$ cat config.mk
export PLATFORM = sky130hd
export DESIGN_NAME = dmasr_bank
export DESIGN_NICKNAME = d
export VERILOG_FILES = /design/src/rtl/dmasr_pkg.sv /design/src/rtl/dmasr_decode.sv /design/src/rtl/dmasr_flag_bank.sv /design/src/rtl/dmasr_req_merge.sv /design/src/rtl/dmasr_bank.sv
export SDC_FILE = /design/constraint.sdc
export NUM_CORES = 1
export LEC_CHECK = 0
export BUFFER_PORTS_ARGS = -buffer_cell sky130_fd_sc_hd__buf_2
export CAP_MARGIN = 40
export CORE_MARGIN = 1.5
export CORE_UTILIZATION = 37
export CTS_CLUSTER_SIZE = 16
export DETAILED_ROUTE_END_ITERATION = 16
export PLACE_DENSITY = 0.68
export SYNTH_ARGS = -nofsm -noshare
export SYNTH_HDL_FRONTEND = slang
export SYNTH_SLANG_ARGS = --single-unit
$ cat constraint.sdc
create_clock -name clk -period 1.4 [get_ports clk]
set_input_delay 0.07 -clock clk [delete_from_list [all_inputs] [get_ports clk]]
set_output_delay 0.07 -clock clk [all_outputs]
set_load 0.01 [all_outputs]
$ cat src/rtl/dmasr_pkg.sv
package dmasr_pkg;
  localparam int KINDS = 3;
  typedef enum logic [1:0] {
    K_BURST  = 2'd0,
    K_SINGLE = 2'd1,
    K_LAST   = 2'd2
  } kind_e;
endpackage

$ cat src/rtl/dmasr_decode.sv
module dmasr_decode #(
  parameter int ADDR_W = 8,
  parameter logic [ADDR_W-1:0] OFF_BURST  = 8'h20,
  parameter logic [ADDR_W-1:0] OFF_SINGLE = 8'h24,
  parameter logic [ADDR_W-1:0] OFF_LAST   = 8'h28
) (
  input  logic                         wr_en,
  input  logic                         rd_en,
  input  logic [ADDR_W-1:0]            addr,
  output logic [dmasr_pkg::KINDS-1:0]  wr_sel,
  output logic [dmasr_pkg::KINDS-1:0]  rd_sel
);
  localparam int KN = dmasr_pkg::KINDS;
  localparam logic [ADDR_W-1:0] OFFS [KN] = '{OFF_BURST, OFF_SINGLE, OFF_LAST};

  // word-granular match, byte lanes ignored
  for (genvar k = 0; k < KN; k++) begin : g_match
    logic hit;
    assign hit       = (addr[ADDR_W-1:2] == OFFS[k][ADDR_W-1:2]);
    assign wr_sel[k] = wr_en && hit;
    assign rd_sel[k] = rd_en && hit;
  end
endmodule

$ cat src/rtl/dmasr_flag_bank.sv
module dmasr_flag_bank #(
  parameter int LINES = 16
) (
  input  logic             clk,
  input  logic             rst,
  input  logic             wr_hit,
  input  logic [LINES-1:0] wbits,
  input  logic [LINES-1:0] done,
  output logic [LINES-1:0] flag,
  output logic [LINES-1:0] flag_nxt
);
  logic [LINES-1:0] set_v;

  assign set_v    = wr_hit ? wbits : '0;
  // set dominates completion on the same bit
  assign flag_nxt = (flag & ~done) | set_v;

  always_ff @(posedge clk) begin
    if (rst) flag <= '0;
    else     flag <= flag_nxt;
  end

  // a written 1 is set after the edge, even with a colliding done
  assert_write_sets_R1: assert property (@(posedge clk) disable iff (rst)
    1'b1 |=> (($past(set_v) & ~flag) == '0));

  // done without a set clears the bit
  assert_done_clears_R3: assert property (@(posedge clk) disable iff (rst)
    1'b1 |=> ((flag & $past(done & ~set_v)) == '0));

  // untouched bits hold
  assert_hold_R2: assert property (@(posedge clk) disable iff (rst)
    1'b1 |=> (((flag ^ $past(flag)) & ~$past(set_v | done)) == '0));

  // reset clears every flag
  assert_reset_clear_R9: assert property (@(posedge clk)
    rst |=> (flag == '0));
endmodule

$ cat src/rtl/dmasr_req_merge.sv
module dmasr_req_merge #(
  parameter int LINES = 16
) (
  input  logic             clk,
  input  logic             rst,
  input  logic [LINES-1:0] flag_nxt,
  input  logic [LINES-1:0] periph,
  output logic [LINES-1:0] req
);
  always_ff @(posedge clk) begin
    if (rst) req <= '0;
    else     req <= flag_nxt | periph;
  end

  // a peripheral request always reaches the output one cycle later
  assert_periph_fwd_R8: assert property (@(posedge clk) disable iff (rst)
    1'b1 |=> ((req & $past(periph)) == $past(periph)));
endmodule

$ cat src/rtl/dmasr_bank.sv
module dmasr_bank #(
  parameter int ADDR_W = 8,
  parameter int DATA_W = 32,
  parameter int LINES  = 16,
  parameter logic [ADDR_W-1:0] OFF_BURST  = 8'h20,
  parameter logic [ADDR_W-1:0] OFF_SINGLE = 8'h24,
  parameter logic [ADDR_W-1:0] OFF_LAST   = 8'h28
) (
  input  logic              clk,
  input  logic              rst,
  input  logic              wr_en,
  input  logic              rd_en,
  input  logic [ADDR_W-1:0] addr,
  input  logic [DATA_W-1:0] wdata,
  output logic [DATA_W-1:0] rdata,
  input  logic [LINES-1:0]  periph_burst,
  input  logic [LINES-1:0]  periph_single,
  input  logic [LINES-1:0]  periph_last,
  input  logic [LINES-1:0]  done_burst,
  input  logic [LINES-1:0]  done_single,
  input  logic [LINES-1:0]  done_last,
  output logic [LINES-1:0]  req_burst,
  output logic [LINES-1:0]  req_single,
  output logic [LINES-1:0]  req_last
);
  import dmasr_pkg::*;
  localparam int KN = KINDS;

  logic [KN-1:0]    wr_sel, rd_sel;
  logic [LINES-1:0] done_k   [KN];
  logic [LINES-1:0] periph_k [KN];
  logic [LINES-1:0] flag_k   [KN];
  logic [LINES-1:0] nxt_k    [KN];
  logic [LINES-1:0] req_k    [KN];
  logic [LINES-1:0] rd_mux;

  assign done_k[K_BURST]    = done_burst;
  assign done_k[K_SINGLE]   = done_single;
  assign done_k[K_LAST]     = done_last;
  assign periph_k[K_BURST]  = periph_burst;
  assign periph_k[K_SINGLE] = periph_single;
  assign periph_k[K_LAST]   = periph_last;
  assign req_burst          = req_k[K_BURST];
  assign req_single         = req_k[K_SINGLE];
  assign req_last           = req_k[K_LAST];

  dmasr_decode #(
    .ADDR_W(ADDR_W), .OFF_BURST(OFF_BURST),
    .OFF_SINGLE(OFF_SINGLE), .OFF_LAST(OFF_LAST)
  ) u_dec (
    .wr_en(wr_en), .rd_en(rd_en), .addr(addr),
    .wr_sel(wr_sel), .rd_sel(rd_sel)
  );

  for (genvar k = 0; k < KN; k++) begin : g_kind
    dmasr_flag_bank #(.LINES(LINES)) u_flags (
      .clk(clk), .rst(rst), .wr_hit(wr_sel[k]),
      .wbits(wdata[LINES-1:0]), .done(done_k[k]),
      .flag(flag_k[k]), .flag_nxt(nxt_k[k])
    );
    dmasr_req_merge #(.LINES(LINES)) u_merge (
      .clk(clk), .rst(rst), .flag_nxt(nxt_k[k]),
      .periph(periph_k[k]), .req(req_k[k])
    );
  end

  always_comb begin
    rd_mux = '0;
    for (int k = 0; k < KN; k++)
      if (rd_sel[k]) rd_mux = flag_k[k];
  end

  always_ff @(posedge clk) begin
    if (rst) rdata <= '0;
    else     rdata <= {{(DATA_W-LINES){1'b0}}, rd_mux};
  end

  // a read that matches no register returns zero
  assert_unmapped_zero_R7: assert property (@(posedge clk) disable iff (rst)
    (rd_en && (rd_sel == '0)) |=> (rdata == '0));

  // no read strobe gives zero data
  assert_idle_zero_R5: assert property (@(posedge clk) disable iff (rst)
    !rd_en |=> (rdata == '0));
endmodule

* After elaboration in Yosys (flattened, before gate mapping)
Index checks and enable logic that the tools add are counted.
** Cells by class
- Eq/ne operators :: 3
- Mux-type cells :: 6
- Bitwise gates (word level) :: 12
- Reductions and logical operators :: 6
** Operators by type and width (number)
- 16-bit two-way mux :: 6
- 16-bit OR :: 6
- 16-bit bitwise AND :: 3
- 16-bit inverter :: 3
- 6-bit by 4-bit equality test with 1-bit output, second input constant :: 3
- 1-bit logical AND :: 6
** Word-level totals
- Register bits :: 128
- Logic and storage cells :: 35

* Logic depth before layout (Yosys ltp)
Gate-level depths: netlist of run 1.
- Depth after elaboration :: 5
- Depth in mapped cells :: 6
- Depth with buffers taken out :: 3

* Hierarchy
Synthesis of run 1 repeated with hierarchy kept, for this count alone.
** Second synthesis, totals
- Cells, all modules :: 469
- Area, all modules :: 4932.2 sq um
** By module, submodules not included
- dmasr_flag_bank :: instances 3, cells each 84, area each 745.7 sq um, sequential area each 320.3 sq um
- dmasr_req_merge :: instances 3, cells each 33, area each 554.3 sq um, sequential area each 320.3 sq um
- dmasr_bank :: instances 1, cells each 106, area each 959.7 sq um, sequential area each 320.3 sq um
- dmasr_decode :: instances 1, cells each 12, area each 72.6 sq um, sequential area each 0.0 sq um

* Worst setup path after synthesis of run 1
Ideal clock, no wire load.
- Kind :: input -> register
- Start point :: input port addr[2]
- End point :: register g_kind[1].u_merge.req[15]
- Arrival time :: 0.948 ns
- Setup slack :: 0.321 ns
- Stages :: 6
- Path through :: buf_4 > nor2b_1 > clkbuf_2 > buf_4 > a32oi_1 > a21oi_1
** Between the ends
- Cells in the longest elaborated chain, start to end :: 5
** Ends and longest elaborated chain
- from (decl) :: line dmasr_bank.sv:13 : input logic [ADDR_W-1:0] addr,
- 6-bit by 4-bit equality test with 1-bit output :: line dmasr_decode.sv:19 : assign hit = (addr[ADDR_W-1:2] == OFFS[k][ADDR_W-1:2]);
- 1-bit logical AND :: line dmasr_decode.sv:20 : assign wr_sel[k] = wr_en && hit;
- 16-bit two-way mux :: line dmasr_flag_bank.sv:14 : assign set_v = wr_hit ? wbits : '0;
- 16-bit OR :: line dmasr_flag_bank.sv:16 : assign flag_nxt = (flag & ~done) | set_v;
- 16-bit OR :: line dmasr_req_merge.sv:12 : else req <= flag_nxt | periph;
- to (signal assigned) :: line dmasr_req_merge.sv:12
- to (decl) :: line dmasr_req_merge.sv:8 : output logic [LINES-1:0] req
No other way between the ends.
A chain may end at the register's enable or synchronous reset.

* Final worst setup path of run 1
- Start point :: input port addr[4]
- End point :: register rdata[7]
** Between the ends
- Cells in the longest elaborated chain, start to end :: 5
- Elaborated cells on any way between the ends :: 9
- Those cells by class :: eq/ne (3); mux (3); reduce/logical (3)
** Ends and longest elaborated chain
- 6-bit by 4-bit equality test with 1-bit output :: line dmasr_decode.sv:19
- 1-bit logical AND :: line dmasr_decode.sv:21 : assign rd_sel[k] = rd_en && hit;
- 16-bit two-way mux (2 in series) :: line dmasr_bank.sv:70 : if (rd_sel[k]) rd_mux = flag_k[k];
- 16-bit two-way mux (*) :: line dmasr_bank.sv:70
- to (signal assigned) :: line dmasr_bank.sv:75 : else rdata <= {{(DATA_W-LINES){1'b0}}, rd_mux};
- to (decl) :: line dmasr_bank.sv:15 : output logic [DATA_W-1:0] rdata,
Every way passes the cells marked *; elsewhere a longest branch is shown, timed or not.

==> flow_summary.toml, run 1 <==
[worst_setup_path]
required_ns = 1.68
crit_path_start_kind = "input pin"
path_max_fanout = 23
rr_worst_depth = 3
arrival_ns = 1.28
endpoint_kind = "flop"
critPathKind = "input pin to flop"

[global_routing]
grt_remaining_overflow = 0
grt_pass1_vias = 3951
grt_pass1_wl_microns = 19490
antenna_found_initial = 0
grt_max_degree = 62
track_usage_pct = 21.66

[sta]
setup_tns_ns = 0
drv_slew = 0
worst_slew_pin_slew_ns = 0.7604
fmax_mhz = 996.1
max_slew_margin_pct = 49.25
period_needed_ns = 1.004
rsz0062_at_grt = "no"
post-route-period-util_pct = 71.71
setup_viol = 0
hold_violations = 0
fin_skew_ns = 0.002994

[yosys]
synth.most_common_cell = "dfxtp_1"
syn_avg_cell_area_sq_um = 9.073
synth_edf_count = 0
yosys.area.top_type = "dfxtp_1"
postSynthCellCount = 466
synth_common_cells = "dfxtp_1 (112), inv_1 (96), nor2_1 (64)"
yosysSeqAreaShare_pct = 53.03
synthTopCellsByArea = "dfxtp_1 (53%), a32oi_1 (9.9%), inv_1 (8.5%)"
synth_ff_type = "dfxtp_1"
synth.top_cell.area_share_pct = 53.03
ys_types = 20
async_reset_ff_share_pct = 0
ys_seq_elements = 112
synth_area_sq_um = 4228
yosysWarnings = 0

[place]
placed_cell_area_sq_um = 5256
dp_hpwl_microns = 9092
routabilityCongestion = 0.8261
placedCellCount = 774
io_buffers = 185

[detailed_routing]
ant_nets = 0
vias_per_cell = 4.728
dr.max_layer_used = "met4"
dr_wl_met3_microns = 770
drt_wl_total_microns = 12800
drt_iter0_markers = 199
dr.pass1.iters = 4
wl_met2_microns = 5983
wl_per_cell_microns = 15.29
drc = 0
vias = 3957
wl_met1_microns = 5715

[floorplan]
die_w_microns = 109.9
row_count = 38
start_util_pct = 38.49
core_sq_um = 10980
io_pins = 220
die_area_sq_um = 12080
die_h_microns = 109.9

[cells_and_area]
final_core_util_pct = 55.08
drive_above_1_share_pct = 30.85
antennaDiodeCount = 0
final_nets = 832
area_growth_pct = 43.09
finalInstanceArea_sq_um = 6050
stdcell_count = 837

[cts]
hold_buffers = 47
cts_tree = "yes"
root_buffer = "clkbuf_16"
insertion_delay_ns = 0.34
cts_num_sinks = 112
cts.repair.resized = 0
postCtsSetupBuffers = 0
cts-htree-levels = 3
cts_buffers = 9
cts_buffer_depth = 2
clk_pin_slew_ns = 0.07

[power_and_ir_drop]
powerDensity_nw_per_um2 = 1120
leakagePower_nw = 3.103
ir_drop_v = 0.0007304

[run_status]
outcome = "complete, no violations"

[min_path]
holdPathStages = 4
worstHoldPathType = "input pin to flop"

[job]
drv_cap = 0
[metal layers]
| layer | global-route usage (%) | up-vias |
|---|---|---|
| met5 | 0 | - |
| met4 | 10.30 | 0 |
| met3 | 2.786 | 22 |
| met2 | 34.56 | 158 |
| met1 | 28.96 | 1824 |
| li1 | - | 1953 |
[worst max-delay path, stage by stage]
cell and delay (ns):
buf_2 0.11, nor4b_4 0.31, buf_4 0.34, nand3b_4 0.26, nor2_1 0.17
[through the flow]
stage / total power [mW] / hold slack [ns] / setup slack [ns]
after floorplan: 3.687 / 0.1995 / 0.3206
after global placement: 3.975 / 0.3077 / 0.04678
after detailed placement: 3.984 / 0.3108 / 0.04458
after CTS: 6.824 / 0.02144 / 0.3825
after global routing: 7.014 / 0.05870 / 0.3121
final: 6.776 / 0.03243 / 0.3961
[path summary, 6_finish.rpt]
path | from | to | slack (ns)
max | addr[4] | rdata[7] | 0.40
min | done_burst[0] | g_kind[0].u_flags.flag[0] | 0.03
max reg2reg | g_kind[1].u_flags.flag[9] | rdata[9] | 0.45
min reg2reg | g_kind[2].u_flags.flag[6] | rdata[6] | 0.50
[power by group]
part	switching [mW]	total, mW	internal, mW
sequential	0.0216	3.28	3.26
combinational	0.373	0.735	0.362
clock	1.14	2.76	1.62
[cell type report]
| type | instances | area [sq um] |
|---|---|---|
| Sequential cell | 112 | 2242 |
| Inverter | 96 | 360.3 |
| Fill cell | 979 | 4933 |
| Clock inverter | 5 | 80.08 |
| Multi-Input combinational cell | 229 | 1425 |
| Tap cell | 140 | 175.2 |
| Timing Repair Buffer | 244 | 1524 |
| Clock buffer | 11 | 242.7 |
[sequential cells by signal (all words and copies together), names as in the netlist]
signal and flops:
g_kind.u_merge.req 48, g_kind.u_flags.flag 48, rdata 16
[cells in the final DEF, fill, tap and decap left out]
cell and n:
buf_2 185, dfxtp_1 112, and2b_1 1, clkbuf_1 1, clkbuf_16 9, a32oi_1 48, conb_1 16, nor2_2 1
clkbuf_8 1, and2_1 16, inv_1 96, a2bb2oi_1 16, nor2_1 64, clkinvlp_4 2, nand3b_4 1, dlygate4sd3_1 47
nor4b_4 1, mux2i_1 16, clkinv_2 1, buf_4 9, buf_12 3, a21oi_1 48, bufinv_16 2, nor2b_1 1
[cells by family after synthesis]
group	share of synthesized area, %
buffers and inverters	14.59
AO/OA/AOI/OAI	18.94
flip-flops	53.03
AND/OR/NAND/NOR	9.559
multiplexers	3.788
other	0.08870
Note: power is estimated with default switching activity, not from simulation.
==> inputs of run 2 (changes only) <==
--- a/config.mk
+++ b/config.mk
@@ -11,7 +11,7 @@
 export CORE_UTILIZATION = 37
 export CTS_CLUSTER_SIZE = 16
 export DETAILED_ROUTE_END_ITERATION = 16
-export PLACE_DENSITY = 0.68
+export PLACE_DENSITY = 0.7
 export SYNTH_ARGS = -nofsm -noshare
 export SYNTH_HDL_FRONTEND = slang
 export SYNTH_SLANG_ARGS = --single-unit
==> constraint.sdc (replaced) <==
create_clock -name clk -period 0.9 [get_ports clk]
set_input_delay 0.045 -clock clk [delete_from_list [all_inputs] [get_ports clk]]
set_output_delay 0.045 -clock clk [all_outputs]
set_load 0.01 [all_outputs]
==> flow_summary.toml, run 2 (same netlist as run 1, synthesis figures left out) <==
[min_path]
worstHoldPathType = "input pin to flop"

[sta]
fin_skew_ns = 0.006946
post-route-period-util_pct = 103.9
drv_slew = 0
setup_tns_ns = -0.03465
fmax_mhz = 1070
period_needed_ns = 0.9347
setup_slack_ns = -0.03465
hold_violations = 0
setup_viol = 1
rsz0062_at_grt = "yes"

[cells_and_area]
drive_above_1_share_pct = 38.10
final_nets = 841
n_fill_cell = 928
area_growth_pct = 52.65
final_cell_mix = "buf_2 (185), dfxtp_1 (105), inv_1 (96)"
antennaDiodeCount = 0
biggestRegsByFlops = "g_kind.u_flags.flag: 48 flops, g_kind.u_merge.req: 48 flops, rdata: 16 flops"
final_core_util_pct = 58.76
final_common_cell = "buf_2"

[worst_setup_path]
arrival_ns = 1.17
path_max_fanout = 2
crit_path_start_kind = "flop"
endpoint_kind = "flop"
r2r_slack_ns = -0.03
required_ns = 1.14
critPathKind = "flop to flop"

[power_and_ir_drop]
finalPower_mw = 10.21
pwr-share-comb_pct = 12.5
powerDensity_nw_per_um2 = 1582
swShare_pct = 25.50
power.net_switching_mw = 2.605
internal-power_mw = 7.608
pwr-share-clk_pct = 37.5
p_seq_share_pct = 50.0
leakagePower_nw = 3.270
ir_drop_v = 0.0008035

[cts]
cts-htree-levels = 3
root_buffer = "clkbuf_16"
cts_buffer_depth = 2
clk_pin_slew_ns = 0.08
cts_num_sinks = 112
cts_buffers = 9
insertion_delay_ns = 0.34
cts_tree = "yes"

[global_routing]
grt_max_degree = 53
track_usage_pct = 22.09
antenna_found_initial = 0
grt_pass1_vias = 3940
grt_remaining_overflow = 0
grt_pass1_wl_microns = 19960

[run_status]
outcome = "finished with violations"
violations = "negative setup slack"

[place]
place_ws_ns = -0.4326
dp_hpwl_microns = 9267
io_buffers = 185
routabilityCongestion = 0.8158

[detailed_routing]
dr.pass1.iters = 4
vias = 4078
drc = 0
drt_iter0_markers = 242
drt_wl_total_microns = 13760
wl_per_cell_microns = 16.26
vias_per_cell = 4.820
ant_nets = 0

[floorplan]
die_w_microns = 109.9
core_sq_um = 10980
start_util_pct = 38.49
row_count = 38
io_pins = 220
die_h_microns = 109.9
die_area_sq_um = 12080

[job]
drv_cap = 0
-- run 2: routing by layer --
layer	vias to the layer above	wire [microns]	GRT usage, %
met4	0	327	10.11
met3	31	910	3.142
met1	1883	5974	29.56
met5	-	0	0
li1	1978	-	-
met2	186	6546	35.14
-- run 2: stage by stage --
step | instance area (sq um) | hold slack [ns] | instances
3_5_place_dp | 5453 | 0.2849 | 778
3_3_place_gp | 5438 | 0.2820 | 777
4_1_cts | 6344 | 0.0004824 | 845
2_1_floorplan | 4486 | 0.1745 | 481
6_report | 6454 | 0.007888 | 846
5_1_grt | 6454 | 0.01879 | 846
-- run 2: power groups by stage --
stage | clock (mW) | sequential, mW | combinational [mW]
floorplan | 0 | 5.28 | 0.509
detailed placement | 0 | 5.22 | 1.03
global route | 4.10 | 5.12 | 1.38
finish | 3.83 | 5.11 | 1.28
global placement | 0 | 5.22 | 1.01
CTS | 3.88 | 5.11 | 1.23
-- run 2: worst paths after layout --
kind,startpoint,to,depth (start not counted)
hold / removal,done_single[6],g_kind[1].u_flags.flag[6],4
hold reg to reg,g_kind[2].u_flags.flag[4],rdata[4],2
setup / recovery,g_kind[1].u_flags.flag[6],rdata[6],3
setup reg to reg,g_kind[1].u_flags.flag[6],rdata[6],3
-- run 2: repair_timing --
action	CTS	global route
pin swaps	1	4
cloned	1	1
gates resized for setup	16	24
hold endpoints to repair	49	0
buffers inserted	1	0
hold buffers	49	0
setup endpoints to repair	28	65
-- run 2: final cells by class --
| cell class | count | area, sq um | area share (%) |
|---|---|---|---|
| flip-flops and latches | 112 | 2251 | 34.88 |
| well taps | 140 | 175.2 | 2.714 |
| multi-input cells | 230 | 1720 | 26.66 |
| inverters | 96 | 360.3 | 5.584 |
| clock buffers | 9 | 225.2 | 3.490 |
| clock inverters | 7 | 56.30 | 0.8724 |
| repair buffers | 252 | 1665 | 25.80 |
-- run 2: critical path: stages, from the launching register on --
cell       delay (ns)
dfxtp_2          0.33
mux2i_2          0.24
a2bb2oi_1        0.19
nor2_1           0.06
